===== src/rtl/phsimd_pkg.sv =====
package phsimd_pkg;

    typedef enum logic [2:0] {
        OP_ADD_SS  = 3'd0,
        OP_ADD_US  = 3'd1,
        OP_SUB_SS  = 3'd2,
        OP_SUB_US  = 3'd3,
        OP_AVG     = 3'd4,
        OP_SHL_ADD = 3'd5,
        OP_SHR_ADD = 3'd6,
        OP_NONE    = 3'd7
    } phsimd_op_e;

endpackage


===== src/rtl/phsimd_sat.sv =====
// Clamp a wide signed value into OUT_W bits, signed or unsigned range.
module phsimd_sat #(
    parameter int IN_W  = 21,
    parameter int OUT_W = 16
) (
    input  logic signed [IN_W-1:0]  val,
    input  logic                    uns,
    output logic        [OUT_W-1:0] y
);
    localparam logic signed [IN_W-1:0] SMAX = IN_W'((1 << (OUT_W - 1)) - 1);
    localparam logic signed [IN_W-1:0] SMIN = IN_W'(-(1 << (OUT_W - 1)));
    localparam logic signed [IN_W-1:0] UMAX = IN_W'((1 << OUT_W) - 1);
    localparam logic signed [IN_W-1:0] ZERO = '0;

    always_comb begin
        if (uns) begin
            if (val > UMAX)      y = {OUT_W{1'b1}};
            else if (val < ZERO) y = '0;
            else                 y = val[OUT_W-1:0];
        end else begin
            if (val > SMAX)      y = {1'b0, {(OUT_W-1){1'b1}}};
            else if (val < SMIN) y = {1'b1, {(OUT_W-1){1'b0}}};
            else                 y = val[OUT_W-1:0];
        end
    end
endmodule


===== src/rtl/phsimd_lane.sv =====
// One lane: operand extension, operation select, saturation.
module phsimd_lane
    import phsimd_pkg::*;
#(
    parameter int LANE_W = 16,
    parameter int SH_W   = 2
) (
    input  phsimd_op_e          op,
    input  logic [SH_W-1:0]     shamt,
    input  logic [LANE_W-1:0]   a,
    input  logic [LANE_W-1:0]   b,
    output logic [LANE_W-1:0]   y
);
    localparam int MAX_SH = (1 << SH_W) - 1;
    // wide enough for a left shift by MAX_SH plus one add
    localparam int EXT_W  = LANE_W + MAX_SH + 2;

    logic signed [EXT_W-1:0] sa_x, sb_x, ua_x, raw;
    logic                    uns;
    logic [LANE_W:0]         avg_sum;
    logic [LANE_W-1:0]       sat_y;

    assign sa_x    = EXT_W'($signed(a));
    assign sb_x    = EXT_W'($signed(b));
    assign ua_x    = {{(EXT_W-LANE_W){1'b0}}, a};
    assign avg_sum = {1'b0, a} + {1'b0, b};

    always_comb begin
        raw = '0;
        uns = 1'b0;
        case (op)
            OP_ADD_SS:  raw = sa_x + sb_x;
            OP_SUB_SS:  raw = sa_x - sb_x;
            OP_ADD_US:  begin raw = ua_x + sb_x; uns = 1'b1; end
            OP_SUB_US:  begin raw = ua_x - sb_x; uns = 1'b1; end
            OP_SHL_ADD: raw = (sa_x <<< shamt) + sb_x;
            OP_SHR_ADD: raw = (sa_x >>> shamt) + sb_x;
            default:    raw = '0;
        endcase
    end

    phsimd_sat #(.IN_W(EXT_W), .OUT_W(LANE_W)) sat_i (
        .val (raw),
        .uns (uns),
        .y   (sat_y)
    );

    always_comb begin
        case (op)
            OP_AVG:  y = {avg_sum[LANE_W:2], avg_sum[1] | avg_sum[0]};
            OP_NONE: y = '0;
            default: y = sat_y;
        endcase
    end
endmodule


===== src/rtl/phsimd_alu.sv =====
// Packed halfword ALU: LANES parallel lanes, one result register.
module phsimd_alu
    import phsimd_pkg::*;
#(
    parameter int DATA_W = 64,
    parameter int LANE_W = 16,
    parameter int SH_W   = 2
) (
    input  logic              clk,
    input  logic              rst_n,
    input  logic [2:0]        op_sel,
    input  logic [SH_W-1:0]   shamt,
    input  logic [DATA_W-1:0] src_a,
    input  logic [DATA_W-1:0] src_b,
    output logic [DATA_W-1:0] result
);
    localparam int LANES = DATA_W / LANE_W;

    typedef struct packed {
        logic [DATA_W-1:0] res;
    } state_t;

    state_t            st_d, st_q;
    phsimd_op_e        op_d;
    logic [DATA_W-1:0] lane_y_d;

    assign op_d = phsimd_op_e'(op_sel);

    for (genvar g = 0; g < LANES; g++) begin : g_lane
        phsimd_lane #(.LANE_W(LANE_W), .SH_W(SH_W)) lane_i (
            .op    (op_d),
            .shamt (shamt),
            .a     (src_a[g*LANE_W +: LANE_W]),
            .b     (src_b[g*LANE_W +: LANE_W]),
            .y     (lane_y_d[g*LANE_W +: LANE_W])
        );
    end

    always_comb begin
        st_d     = st_q;
        st_d.res = lane_y_d;
    end

    always_ff @(posedge clk or negedge rst_n) begin
        if (!rst_n) st_q <= '0;
        else        st_q <= st_d;
    end

    assign result = st_q.res;
endmodule


===== config.mk =====
export PLATFORM = sky130hd
export DESIGN_NAME = phsimd_alu
export DESIGN_NICKNAME = d
export VERILOG_FILES = /design/src/rtl/phsimd_pkg.sv /design/src/rtl/phsimd_sat.sv /design/src/rtl/phsimd_lane.sv /design/src/rtl/phsimd_alu.sv
export SDC_FILE = /design/constraint.sdc
export NUM_CORES = 1
export LEC_CHECK = 0
export CAP_MARGIN = 20
export CORE_MARGIN = 1
export CORE_UTILIZATION = 40
export DETAILED_ROUTE_END_ITERATION = 7
export PLACE_DENSITY_LB_ADDON = 0.15
export SKIP_CTS_REPAIR_TIMING = 1
export SLEW_MARGIN = 20
export SYNTH_ARGS = -nofsm -noshare
export SYNTH_HDL_FRONTEND = slang
export SYNTH_SLANG_ARGS = --single-unit

===== constraint.sdc =====
create_clock -name clk -period 0.8 [get_ports clk]
set_input_delay 0.24 -clock clk [delete_from_list [all_inputs] [get_ports clk]]
set_output_delay 0.24 -clock clk [all_outputs]
set_load 0.05 [all_outputs]

==> metrics.md <==
| Metric | Value |
|---|---|
| Non-Filler Instances | just over 4000 |
| Final min period | slightly above 4 ns |
| # rows | 76 |
| Crit path cell chain | buf_8 > clkinv_4 > or3_4 > buf_12 > buf_6 > nor2_4 > nor2_2 > o211ai_1 > o21ai_1 > ha_1 > a211oi_2 > o21bai_2 > a221oi_2 > o21ai_2 > or4_4 > a31oi_4 > o2111ai_4 > nor3_4 > buf_6 > a31o_1 > o21ai_1 > a22o_1 |
| CTS H-tree lvls | 3 |
| Syn_area_per_cell | between 6 and 7 um^2 |
| Area share of the largest cell type after synthesis | about 15% |
| Largest net degree at the start of global routing | 61 |
| Die height | about 210 um |
| Die Area | about 45000 um^2 |
| Worst-margin pin slew | roughly 0.84 ns |
| Max reg flops | 64 |
| Clock buffer depth | 2 |
| First-pass GRT wire length | ~120000 um |
| Leak pwr | between 10 and 15 nW |
| Max incr delay on CP | 0.50 ns |
| Vias in the first global route | approximately 22000 |
| Count leader, synth | a21oi_1 |
| GRT Util Overall | between 30% and 40% |
| CP top delay family | compound AO/OA/AOI/OAI gates |
| Die Wd | about 210 um |
| Final Cycle Share | 506% |
| Placed cell count | just over 4000 |
| Routed len/inst | approximately 19 um |
| First-pass iteration count of the detailed router | 6 |
| Unique masters post-synth | 100 |
| # clock sinks | 64 |
| Ys flop type | dfrtp_1 |
| Core Box Area | between 40000 and 50000 um^2 |
| Setup ws final | -3.25 ns |
| CTS tree | done |
| Clk root buf | clkbuf_16 |
| Startpoint type of the worst setup path | input port |
| Buf/Inv on CP | 5 |
| Top post-synthesis cells by count | 267 x a21oi_1, 252 x nor2_1, 208 x ha_1 |
| Pre-CTS setup slack | -4.01 ns |
| Clock-pin slew on the worst setup and hold paths | about 0.07 ns |
| CP Class | input port to flip-flop |
| Max Cap Viol | 0 |
| Critical Path RT | between 1 and 1.5 ns |
| # DRC | 0 |
| Nets | between 3000 and 4000 |
| Via count | roughly 24000 |
| Area growth syn-to-layout | 64.6% |
| Synth async-reset ratio | 100% |
| Worst-case vdd ir drop | 1.13 mV |
| Worst min-delay path class | input port to asynchronous set/reset pin |
| Final hold violations | 0 |
| Post-DP HPWL | 62000 um |
| Register area share after synthesis | a little under a tenth |
| FF+latch count, synth | between 60 and 70 |
| Routability Congestion | 0.988 |
| CP arrival | 4.34 ns |
| Share of layout cells above drive strength 1 | a little over a third |
| DR iter-0 viols | about 2000 |
| Post-Syn Nets | a little under 3000 |
| Hold slack | around 0.23 ns |
| Total Wirelength | a little under 80000 um |
| Synth area leader | ha_1 |
| CTS buffer count | 9 |
| Post-Syn Area | approximately 18000 um^2 |
| Ant. Diodes | 0 |
| Cell Pwr Density | 1490 nW/um^2 |
| EDFF count, synth | 0 |
| Antenna Nets Post-Route | 0 |
| Outcome | finished, violations left |
| Final setup fails | approximately 130 |
| Starting density of the core | ~41% |
| Synth warnings | 0 |
| Syn Inst Count | 2558 |
| Failing checks | negative setup slack |
| IO Port Bufs | 198 |
| Critical Path End Type | flip-flop |
| Fin util | around 67% |
| CP Max Fanout | 4 |
| RSZ-0062 raised after global routing | yes |
| Setup TNS | -226.98 ns |
| Slowest CP cell | or4_4 |
| Vias per cell | roughly 5.7 |
| Fmax | 247 MHz |
| Pins Over Slew Limit | 0 |
| Top post-synthesis cells by area | ha_1 15%, dfrtp_1 9.0%, a21oi_1 7.5% |
| I/O pin count | roughly 200 |
| Rel. slew slack | ~44% |
| Initial antenna violation count | 2 |
| Overflow after GRT | 0 |
| Levels on crit path | 22 |
## kinds of logic after synthesis
| kind of cell | Yosys count | share of synthesized area [%] |
|---|---|---|
| flip-flops | 64 | 9.03 |
| buffers and inverters | 315 | 6.99 |
| adder cells (fa/ha/maj) | 220 | 16.0 |
| XOR/XNOR | 174 | 8.59 |
| multiplexers | 49 | 3.41 |
| AO/OA/AOI/OAI | 931 | 34.3 |
| AND/OR/NAND/NOR | 805 | 21.6 |
## cell usage in the layout, fill, tap and decap left out, types with 11 or more instances in the layout
cell	Yosys	routed
o21ai_2	0	13
buf_12	0	91
a21oi_1	267	247
and3_1	14	14
o211ai_1	61	61
nor3_1	56	53
o21ai_0	184	148
buf_4	6	884
or3_1	14	12
nand2b_1	44	42
mux2i_1	29	29
a22oi_1	22	22
a211oi_2	4	15
nor2_1	252	244
o22ai_1	26	26
o21a_1	29	29
clkdlybuf4s50_1	0	125
nand3_1	82	76
nor2b_1	47	45
nand2_1	201	197
a21oi_2	1	18
or2_2	12	11
clkbuf_16	0	18
a31oi_1	33	32
ha_1	208	203
a221o_1	12	12
a211oi_1	40	29
mux2_2	12	12
dfrtp_2	0	55
o21bai_1	25	22
a21o_1	55	54
o21ai_1	23	45
nand4_1	19	19
inv_1	152	149
xnor2_1	126	126
xor2_1	48	48
and2_1	18	17
o221ai_2	10	31
## layer usage
| layer | vias up | part of all wire (%) | GRT usage (%) |
|---|---|---|---|
| met5 | - | 0.018 | 0 |
| met4 | 2 | 3.4 | 11.6 |
| met3 | 166 | 7.6 | 4.00 |
| met2 | 1016 | 46 | 55.3 |
| met1 | 11100 | 43 | 44.6 |
| li1 | 11300 | - | - |
## through the flow
step | cell area, um^2 | total power, mW
floorplan | 18300 | 21.3
global placement | 27600 | 36.5
detailed placement | 27600 | 36.9
CTS | 27900 | 41.6
global route | 29200 | 45.7
finish | 29200 | 43.5
## cell type report
cell class | count | area [um^2]
clock buffer | 11 | 253
clock inverter | 5 | 55.1
fill | 3785 | 14200
inverter | 158 | 611
multi-input combinational | 2180 | 15700
sequential | 64 | 1670
tap | 585 | 732
timing repair buffer | 1128 | 10200
## path summary, 6_finish.rpt
path,startpoint,to,slack (ns)
max in group asynchronous,rst_n,result[39]$_DFF_PN0_,0.15
min,rst_n,result[24]$_DFF_PN0_,0.23
max,op_sel[2],result[6]$_DFF_PN0_,-3.25
min in group clk,op_sel[1],result[1]$_DFF_PN0_,0.66
## power breakdown
group | switching (mW) | total, mW | internal [mW]
combinational | 16.9 | 33.4 | 16.5
clock | 1.97 | 4.54 | 2.57
sequential | 1.08 | 5.54 | 4.46
Power figures use the tool's default switching activity.
